## config.mk

```make
export PLATFORM = sky130hd
export DESIGN_NAME = hazard_fwd_unit
export DESIGN_NICKNAME = d
export VERILOG_FILES = /design/src/rtl/hzd_pkg.sv /design/src/rtl/hzd_src_fwd.sv /design/src/rtl/hzd_load_use.sv /design/src/rtl/hzd_store_fwd.sv /design/src/rtl/hazard_fwd_unit.sv
export SDC_FILE = /design/constraint.sdc
export NUM_CORES = 1
export LEC_CHECK = 0
export CAP_MARGIN = 20
export CORE_ASPECT_RATIO = 1.2
export CORE_UTILIZATION = 30
export DETAILED_ROUTE_END_ITERATION = 10
export PLACE_DENSITY_LB_ADDON = 0.05
export RECOVER_POWER = 50
export SLEW_MARGIN = 30
export SYNTH_ARGS = -nofsm -noshare
export SYNTH_HDL_FRONTEND = slang
export SYNTH_SLANG_ARGS = --single-unit
```

## constraint.sdc

```tcl
create_clock -name vclk -period 1.7
set_input_delay 0.34 -clock vclk [all_inputs]
set_output_delay 0.34 -clock vclk [all_outputs]
set_load 0.005 [all_outputs]
```

## src/rtl/hzd_pkg.sv

```systemverilog
package hzd_pkg;
  localparam logic [1:0] FWD_REG = 2'd0;
  localparam logic [1:0] FWD_EXM = 2'd1;
  localparam logic [1:0] FWD_MWB = 2'd2;
endpackage

```

## src/rtl/hzd_src_fwd.sv

```systemverilog
module hzd_src_fwd
  import hzd_pkg::*;
#(
  parameter int REG_AW = 5
) (
  input  logic              clk_i,
  input  logic              rst_ni,
  input  logic [REG_AW-1:0] src_i,
  input  logic [REG_AW-1:0] exm_rd_i,
  input  logic              exm_we_i,
  input  logic [REG_AW-1:0] mwb_rd_i,
  input  logic              mwb_we_i,
  output logic [1:0]        sel_o
);
  logic src_nz, hit_exm, hit_mwb;

  assign src_nz  = |src_i;
  assign hit_exm = src_nz && exm_we_i && (exm_rd_i == src_i);
  assign hit_mwb = src_nz && mwb_we_i && (mwb_rd_i == src_i);

  always_comb begin
    if (hit_exm)      sel_o = FWD_EXM;  // younger result first
    else if (hit_mwb) sel_o = FWD_MWB;
    else              sel_o = FWD_REG;
  end

  // register 0 is never bypassed
  a_r4_zero_src: assert property (@(posedge clk_i) disable iff (!rst_ni)
    (src_i == '0) |-> (sel_o == FWD_REG));
  // disabled producers never bypass
  a_r5_no_we: assert property (@(posedge clk_i) disable iff (!rst_ni)
    (!exm_we_i && !mwb_we_i) |-> (sel_o == FWD_REG));
  // older stage used only when younger does not match
  a_r3_prio: assert property (@(posedge clk_i) disable iff (!rst_ni)
    (sel_o == FWD_MWB) |-> !(exm_we_i && exm_rd_i == src_i));
endmodule

```

## src/rtl/hzd_load_use.sv

```systemverilog
module hzd_load_use #(
  parameter int REG_AW = 5
) (
  input  logic              clk_i,
  input  logic              rst_ni,
  input  logic [REG_AW-1:0] id_rs1_i,
  input  logic [REG_AW-1:0] id_rs2_i,
  input  logic              id_rs1_use_i,
  input  logic              id_rs2_use_i,
  input  logic              id_is_store_i,
  input  logic [REG_AW-1:0] ex_rd_i,
  input  logic              ex_we_i,
  input  logic              ex_is_load_i,
  output logic              stall_o
);
  logic ld_live, dep_rs1, dep_rs2;

  assign ld_live = ex_is_load_i && ex_we_i && (|ex_rd_i);
  assign dep_rs1 = id_rs1_use_i && (id_rs1_i == ex_rd_i);
  // store data is consumed in MEM and bypassed there
  assign dep_rs2 = id_rs2_use_i && !id_is_store_i && (id_rs2_i == ex_rd_i);
  assign stall_o = ld_live && (dep_rs1 || dep_rs2);

  // a stall always traces back to a live load in execute
  a_r6_stall_src: assert property (@(posedge clk_i) disable iff (!rst_ni)
    stall_o |-> (ex_is_load_i && ex_we_i));
  // no used source means no stall
  a_r7_unused: assert property (@(posedge clk_i) disable iff (!rst_ni)
    (!id_rs1_use_i && !id_rs2_use_i) |-> !stall_o);
endmodule

```

## src/rtl/hzd_store_fwd.sv

```systemverilog
module hzd_store_fwd #(
  parameter int REG_AW = 5
) (
  input  logic              clk_i,
  input  logic              rst_ni,
  input  logic [REG_AW-1:0] mem_rs2_i,
  input  logic              mem_is_store_i,
  input  logic [REG_AW-1:0] wb_rd_i,
  input  logic              wb_we_i,
  output logic              st_fwd_o
);
  assign st_fwd_o = mem_is_store_i && wb_we_i && (|wb_rd_i) && (wb_rd_i == mem_rs2_i);

  // bypass only for a store behind a writing producer
  a_r8_st_only: assert property (@(posedge clk_i) disable iff (!rst_ni)
    st_fwd_o |-> (mem_is_store_i && wb_we_i));
  // register 0 is never store data source
  a_r4_st_zero: assert property (@(posedge clk_i) disable iff (!rst_ni)
    (mem_rs2_i == '0) |-> !st_fwd_o);
endmodule

```

## src/rtl/hazard_fwd_unit.sv

```systemverilog
module hazard_fwd_unit
  import hzd_pkg::*;
#(
  parameter int REG_AW = 5
) (
  input  logic              clk_i,
  input  logic              rst_ni,
  input  logic [REG_AW-1:0] id_rs1_i,
  input  logic [REG_AW-1:0] id_rs2_i,
  input  logic              id_rs1_use_i,
  input  logic              id_rs2_use_i,
  input  logic              id_is_store_i,
  input  logic [REG_AW-1:0] ex_rs1_i,
  input  logic [REG_AW-1:0] ex_rs2_i,
  input  logic [REG_AW-1:0] ex_rd_i,
  input  logic              ex_we_i,
  input  logic              ex_is_load_i,
  input  logic [REG_AW-1:0] mem_rd_i,
  input  logic              mem_we_i,
  input  logic [REG_AW-1:0] mem_rs2_i,
  input  logic              mem_is_store_i,
  input  logic [REG_AW-1:0] wb_rd_i,
  input  logic              wb_we_i,
  output logic [1:0]        fwd_a_o,
  output logic [1:0]        fwd_b_o,
  output logic              st_fwd_o,
  output logic              pc_hold_o,
  output logic              ifid_hold_o,
  output logic              idex_bubble_o
);
  localparam int NSRC = 2;

  logic [NSRC-1:0][REG_AW-1:0] ex_src;
  logic [NSRC-1:0][1:0]        ex_sel;
  logic                        stall;

  assign ex_src = {ex_rs2_i, ex_rs1_i};

  for (genvar g = 0; g < NSRC; g++) begin : g_src
    hzd_src_fwd #(.REG_AW(REG_AW)) u_src (
      .clk_i    (clk_i),
      .rst_ni   (rst_ni),
      .src_i    (ex_src[g]),
      .exm_rd_i (mem_rd_i),
      .exm_we_i (mem_we_i),
      .mwb_rd_i (wb_rd_i),
      .mwb_we_i (wb_we_i),
      .sel_o    (ex_sel[g])
    );
  end

  assign fwd_a_o = ex_sel[0];
  assign fwd_b_o = ex_sel[1];

  hzd_load_use #(.REG_AW(REG_AW)) u_ldu (
    .clk_i         (clk_i),
    .rst_ni        (rst_ni),
    .id_rs1_i      (id_rs1_i),
    .id_rs2_i      (id_rs2_i),
    .id_rs1_use_i  (id_rs1_use_i),
    .id_rs2_use_i  (id_rs2_use_i),
    .id_is_store_i (id_is_store_i),
    .ex_rd_i       (ex_rd_i),
    .ex_we_i       (ex_we_i),
    .ex_is_load_i  (ex_is_load_i),
    .stall_o       (stall)
  );

  hzd_store_fwd #(.REG_AW(REG_AW)) u_stf (
    .clk_i          (clk_i),
    .rst_ni         (rst_ni),
    .mem_rs2_i      (mem_rs2_i),
    .mem_is_store_i (mem_is_store_i),
    .wb_rd_i        (wb_rd_i),
    .wb_we_i        (wb_we_i),
    .st_fwd_o       (st_fwd_o)
  );

  assign pc_hold_o     = stall;
  assign ifid_hold_o   = stall;
  assign idex_bubble_o = stall;

  // a matching younger producer always bypasses operand A
  a_r1_exm_a: assert property (@(posedge clk_i) disable iff (!rst_ni)
    (mem_we_i && (|ex_rs1_i) && mem_rd_i == ex_rs1_i) |-> (fwd_a_o == FWD_EXM));
  // the older latch is selected only on its own match
  a_r2_mwb_b: assert property (@(posedge clk_i) disable iff (!rst_ni)
    (fwd_b_o == FWD_MWB) |-> (wb_we_i && wb_rd_i == ex_rs2_i));
  // a load into register 0 never freezes the front end
  a_r4_ld_zero: assert property (@(posedge clk_i) disable iff (!rst_ni)
    (ex_rd_i == '0) |-> !pc_hold_o);
endmodule

```

* After elaboration in Yosys (flattened, before gate mapping)
Cells that the tools add are included.
** Word-level totals
- Register bits after elaboration :: 0
- Word-level logic and storage cells :: 34
** Cells by class
- Equality and inequality tests :: 7
- Muxes and demuxes :: 4
- Reductions and logical operators :: 23
** Operators by type and width (number)
- $eq 5x5->1 :: 7
- $reduce_or 5->1 :: 4
- $logic_and 1x1->1 :: 17
- $mux 2 :: 4
- $logic_not 1->1 :: 1
- $logic_or 1x1->1 :: 1

* Depth between registers and ports, before layout
Gate-level depths: netlist of run 1.
- Depth in word-level cells :: 5
- Depth in mapped cells :: 5
- Depth with buffers taken out :: 4

* Modules after synthesis
Synthesis of run 1 repeated with hierarchy kept, for this count alone.
** Unflattened totals
- Cells, all modules :: 67
- Area total of the unflattened synthesis :: 523.0 um^2
** By module, submodules not included
- hzd_src_fwd :: times used 2, cells an instance 19, area an instance 146.4 um^2, seq. area each 0.0 um^2
- hzd_load_use :: times used 1, cells an instance 17, area an instance 138.9 um^2, seq. area each 0.0 um^2
- hzd_store_fwd :: times used 1, cells an instance 10, area an instance 76.3 um^2, seq. area each 0.0 um^2
- hazard_fwd_unit :: times used 1, cells an instance 2, area an instance 15.0 um^2, seq. area each 0.0 um^2

* Worst setup path after synthesis of run 1
Ideal clock, no wire load.
- Path kind :: input to output
- Start point :: in ex_rs1_i[1]
- End point :: out fwd_a_o[1]
- Arrival :: 1304 ps
- Path slack :: 56 ps
- Stages on the path :: 4
- Buffers on the path :: 0
- Path through :: or4_4 nor2_4 nor4_2 nor4_2
** Between the ends
- Elaborated cells on any way between the ends :: 9
- Classes of those cells :: eq/ne (2); mux (2); reduce/logical (5)
** RTL lines
- from (decl) :: RTL line hazard_fwd_unit.sv:13 : input logic [REG_AW-1:0] ex_rs1_i,
- $reduce_or 5->1 :: RTL line hzd_src_fwd.sv:17 : assign src_nz = |src_i;
- $logic_and 1x1->1 :: RTL line hzd_src_fwd.sv:18 : assign hit_exm = src_nz && exm_we_i && (exm_rd_i == src_i);
- $logic_and 1x1->1 * :: RTL line hzd_src_fwd.sv:18
- net g_src[0].u_src.hit_exm :: RTL line hzd_src_fwd.sv:15 : logic src_nz, hit_exm, hit_mwb;
- $mux 2 * :: RTL line hzd_src_fwd.sv:22 : if (hit_exm) sel_o = FWD_EXM;
- to (decl) :: RTL line hazard_fwd_unit.sv:24 : output logic [1:0] fwd_a_o,
The timed path passes the listed nets; every way through them passes the cells marked *.

* Worst setup path after layout of run 1
- Start point :: in ex_rs1_i[4]
- End point :: out fwd_a_o[1]
** Between the ends
- Longest elaborated chain between the ends :: 5
- Elaborated cells on any way between the ends :: 9
- Classes of those cells :: eq/ne (2); mux (2); reduce/logical (5)
** RTL lines
- $reduce_or 5->1 :: RTL line hzd_src_fwd.sv:17
- $logic_and 1x1->1 (2 in a row) :: RTL line hzd_src_fwd.sv:19 : assign hit_mwb = src_nz && mwb_we_i && (mwb_rd_i == src_i);
- $mux 2 :: RTL line hzd_src_fwd.sv:23 : else if (hit_mwb) sel_o = FWD_MWB;
- $mux 2 * :: RTL line hzd_src_fwd.sv:22
Mark *: on every way between the ends. The rest lies on a longest branch, timed or not.

==> metrics.cfg, run 1 <==
[timing]
timing.fmax_mhz=493
slew_viol_final=0
period_share_pct=119
hold_viol=0
timing.final.crit_period_ps=2030
grt_setup_unrepaired=true
setup_viol=7
whs_ps=1080
layout_setup_ws_ps=-327
slew-limit-headroom_pct=82.1
tightest_slew_ps=267

[hold_path]
hold_depth=5
hp-class=in2out

[pwr]
finalPower_uw=276
worst_ir_drop_vdd_uv=126
power_leakage_uw=0.000585
powerDensity_mw_per_mm2=215

[placement]
dp_hpwl_um=1620
placedCellCount=152
dp_slack_ps=-958
finalWeightedCongestion=0.646
port_buffers=56

[critical_path]
crit_required_ps=1360
cp_cell_sequence=buf_6 > or4_4 > nor2_4 > nor4_2 > buf_4 > nor4_4 > buf_2
cp_slowest_cell=or4_4
critPathMaxFanout=2
worstSetupEndpointType=primary output
crit_cells=7
worstPathArrival_ps=1690
cp-start-kind=primary input
worst_path_dominant_cell_family=simple AND/OR/NAND/NOR gates
critPathBufInv=3
max_stage_delay_ps=540
path_class=in2out

[layout]
seq_cell_count=0
area_growth_pct=138
final_common_cell=buf_4
layout.nets=192
regArea_um2=0
nClkBuffers=0
diodes=0
final_cell_mix=buf_4 (18), xnor2_1 (16), buf_2 (13), buf_6 (13), xor2_1 (11)
fillers=139
final_cells=158
layout-drive-gt1-share_pct=50.0

[drt]
vias=782
routedWlPerCell_um=13.5
routed_wirelength_um=2130
drc=0
avgViaCountPerCell=4.95
dr.pass1.iters=4
drt_iter0_markers=7
drtAntennaViolNets=0

[logic_synthesis]
yosysWarnings=0
synth_top_family_by_area=XOR/XNOR gates
synthAdderAreaFrac_pct=0
syn-cell-area_um2=538
ys_types=18
syn_inst=65
syn_area_per_cell_um2=8.28
synth_compound_area_share_pct=4.88
syn_nets=115
synth_mux_area_share_pct=0
synth-seq-area-share_pct=0
synth_xor_area_share_pct=55.3
synthSimpleGateAreaFrac_pct=33.5

[run_status]
violations=negative setup slack
outcome=finished with violations

[flow_run]
cap_violations=0

[die]
core_mm2=0.00166
dieArea_mm2=0.00197
rows=16
die_x_um=40.7
die_h_um=48.4
ios=58
start_util_pct=32.4

[global_routing]
grt_usage_pct=21.3
grt_pass1_vias=786
grt_pass1_wl_um=3110
grt_max_degree=5
antenna_found_initial=0
grt-ovfl-total=0

## repair_timing
action,4_1_cts,5_1_grt
setup endpoints to repair,8,8
pin swaps,26,26
gates resized for setup,128,27
hold buffers,0,0
setup buffers,6,1
## layer usage
metal,part of all wire (%),track usage [%]
met5,0,0
met4,0,0
met3,6.0,0
met2,59,43.7
met1,35,23.1
## cell type report
class	count	area (um^2)	area share, %
inverter	1	3.75	0.293
multi-input combinational	60	593	46.2
tap	18	22.5	1.76
timing repair buffer	79	663	51.7
## cells in the mapped netlist
cell	number	area, um^2
a21oi_1	1	5.00
buf_4	4	30.0
inv_1	1	3.75
nand2_1	2	7.51
nand3_1	2	10.0
nand4_1	4	25.0
nand4b_1	1	8.76
nor2_4	2	22.5
nor3b_1	1	7.51
nor4_1	3	18.8
nor4_2	4	50.1
o2111ai_1	1	8.76
o211ai_1	1	7.51
o21ai_0	1	5.00
or4_1	1	7.51
or4_4	2	22.5
xnor2_1	22	193
xor2_1	12	105
## stage by stage
stage | instance area [um^2] | utilization (%) | setup TNS, ps
after floorplan | 538 | - | 0
after global placement | 1220 | 73.3 | -6410
after detailed placement | 1220 | 73.3 | -6800
after CTS | 1250 | 75.5 | -1290
after global routing | 1280 | 77.2 | -1320
final | 1280 | 77.2 | -888
## cell families (layout without fill, tap and decap cells)
| kind of cell | count (synthesis) | count (layout) |
|---|---|---|
| XOR/XNOR | 34 | 34 |
| AND/OR/NAND/NOR | 22 | 22 |
| buffers and inverters | 5 | 80 |
| AO/OA/AOI/OAI | 4 | 4 |
## tightest hold or removal path: cells and delay by family
family / cells / cell delay [ps]
buffers and inverters: 2 / 220
xor gates and xnor gates: 1 / 60
and+or+nand+nor: 2 / 120
## path summary, 6_finish.rpt
check | startpoint | endpoint | slack (ps)
worst max-delay path | ex_rs1_i[4] | fwd_a_o[1] | -330
worst min-delay path | mem_rs2_i[3] | st_fwd_o | 1080
## where the power goes
group	switching (uW)	internal, uW	total (uW)	leakage [uW]
clock	0	0	0	0
combinational	108	168	276	0.000585
sequential	0	0	0	0
No activity file was read; power rests on OpenSTA's default activity.
==> run 2: changes to the inputs <==
Clock period 1.7 ns to 1.9 ns, I/O delays scaled along.
==> run 2 against run 1 <==
Against the previous run:
- the flow still finishes with violations (negative setup slack)
- setup slack improved by 160 ps
- routed wire length decreased by 5.2%
- first-iteration DRC count decreased by 57%
- flip-flop and latch count unchanged
- clock-buffer cell count unchanged
- critical path depth unchanged
- worst hold slack improved by 120 ps
- power decreased by 11%
- sequential share of layout area unchanged
- non-clock buffer count decreased by 2
- highest routed layer unchanged
==> metrics.cfg, run 2 (synthesized netlist as in run 1, its figures left out) <==
[timing]
layout_setup_ws_ps=-172  ; +155 ps
grt_setup_unrepaired=true
tightest_slew_ps=259  ; -7.40 ps
setup_viol=2  ; -5
hold_viol=0  ; unchanged
timing.final.crit_period_ps=2070
whs_ps=1200  ; +122 ps
slew_viol_final=0  ; unchanged
slew-limit-headroom_pct=82.6  ; +0.50 points
fin_setup_tns_ps=-248  ; +640 ps
timing.fmax_mhz=483
period_share_pct=109

[hold_path]
hp-class=in2out
hold_depth=5  ; unchanged
hold_end=st_fwd_o
min_from=mem_rs2_i[1]

[drt]
vias=775  ; -0.90%
drt_iter0_markers=3  ; -4
drc=0  ; unchanged
drtAntennaViolNets=0  ; unchanged
dr.pass1.iters=2  ; -2
routedWlPerCell_um=12.9  ; -4.0%
routed_wirelength_um=2020  ; -5.2%
avgViaCountPerCell=4.97  ; +0.38%

[die]
dieArea_mm2=0.00197  ; unchanged
rows=16  ; unchanged
die_x_um=40.7  ; unchanged
ios=58  ; unchanged
start_util_pct=32.4  ; unchanged
die_h_um=48.4  ; unchanged
core_mm2=0.00166  ; unchanged

[critical_path]
cp_cell_sequence=clkdlybuf4s15_1 > or4_4 > nor2_4 > nor4_2 > buf_4 > nor4_4 > buf_2
max_stage_delay_ps=440  ; -100 ps
path_class=in2out
worst_path_dominant_cell_family=simple AND/OR/NAND/NOR gates
worstSetupEndpointType=primary output
worstPathArrival_ps=1690  ; about the same
cp-start-kind=primary input
cp_slowest_cell=or4_4
critPathMaxFanout=2  ; unchanged
crit_required_ps=1520  ; +160 ps
critPathBufInv=3  ; unchanged

[layout]
fin_util_pct=76.6  ; -0.60 points
regArea_um2=0  ; unchanged
final_cells=156  ; -1.3%
diodes=0  ; unchanged
area_growth_pct=137
final_cell_mix=buf_4 (18), xnor2_1 (17), clkdlybuf4s50_1 (14)
nClkBuffers=0  ; unchanged
layout.nets=190  ; -1.0%
seq_cell_count=0  ; unchanged
layout-drive-gt1-share_pct=44.9  ; -5.1 points
final_common_cell=buf_4

[run_status]
violations=negative setup slack
outcome=finished with violations

[pwr]
power_leakage_uw=0.000544  ; -7.0%
worst_ir_drop_vdd_uv=99.7  ; -21%
powerDensity_mw_per_mm2=192  ; -11%

[placement]
placedCellCount=152  ; unchanged
port_buffers=56  ; unchanged
dp_hpwl_um=1630  ; +1.1%
finalWeightedCongestion=0.646  ; unchanged

[global_routing]
grt-ovfl-total=0  ; unchanged
grt_max_degree=5  ; unchanged
grt_usage_pct=20.1  ; -1.2 points
grt_pass1_wl_um=2940  ; -5.5%
antenna_found_initial=0  ; unchanged
grt_pass1_vias=761  ; -3.2%

[flow_run]
cap_violations=0  ; unchanged

## run 2: cell types whose count changed in the layout (fill, tap and decap cells not counted), sizes merged
cell,change
clkbuf,-3
clkdlybuf4s50,+4
dlygate4sd2,+2
dlymetal6s2s,-2
clkdlybuf4s15,+3
buf,-6
## run 2: metrics by stage
step	total power, uW	cell area [um^2]	setup slack [ps]
floorplan	76.7	538	176
global placement	234	1220	-762
detailed placement	238	1220	-836
CTS	238	1260	-228
global route	261	1270	-216
finish	245	1270	-172
## run 2: routing by layer
layer,part of all wire [%],vias up,global-route usage [%]
met5,0,-,0
met4,0,0,0
met3,6.4,0,0.459
met2,58,37,42.1
met1,35,357,20.5
li1,-,381,-
## run 2: how the worst max path moves through the flow
stage                       end  slack [ps]         from  cells after the start
CTS                  fwd_b_o[1]        -230  ex_rs2_i[4]                      7
finish               fwd_a_o[1]        -170  ex_rs1_i[1]                      7
global placement     fwd_b_o[1]        -760  ex_rs2_i[0]                      6
detailed placement  ifid_hold_o        -840   ex_rd_i[3]                      6
floorplan            fwd_a_o[1]         180  ex_rs1_i[1]                      4
global route         fwd_a_o[1]        -220  ex_rs1_i[2]                      7
## run 2: what timing repair did
item	4_1_cts	5_1_grt
hold buffers	0	0
buffers inserted	5	0
hold endpoints to repair	0	0
pin swaps	23	21
setup endpoints to repair	8	8
resized for setup	121	13
## run 2: power by group
| group | internal [uW] | switching (uW) | total [uW] |
|---|---|---|---|
| Sequential | 0 | 0 | 0 |
| Combinational | 150 | 94.6 | 245 |
| Clock | 0 | 0 | 0 |
| Total | 150 | 94.6 | 245 |
## run 2: layout make-up
type	count	area (um^2)
fill	134	389
timing repair buffer	77	658
multi-input combinational	60	588
tap	18	22.5
inverter	1	3.75
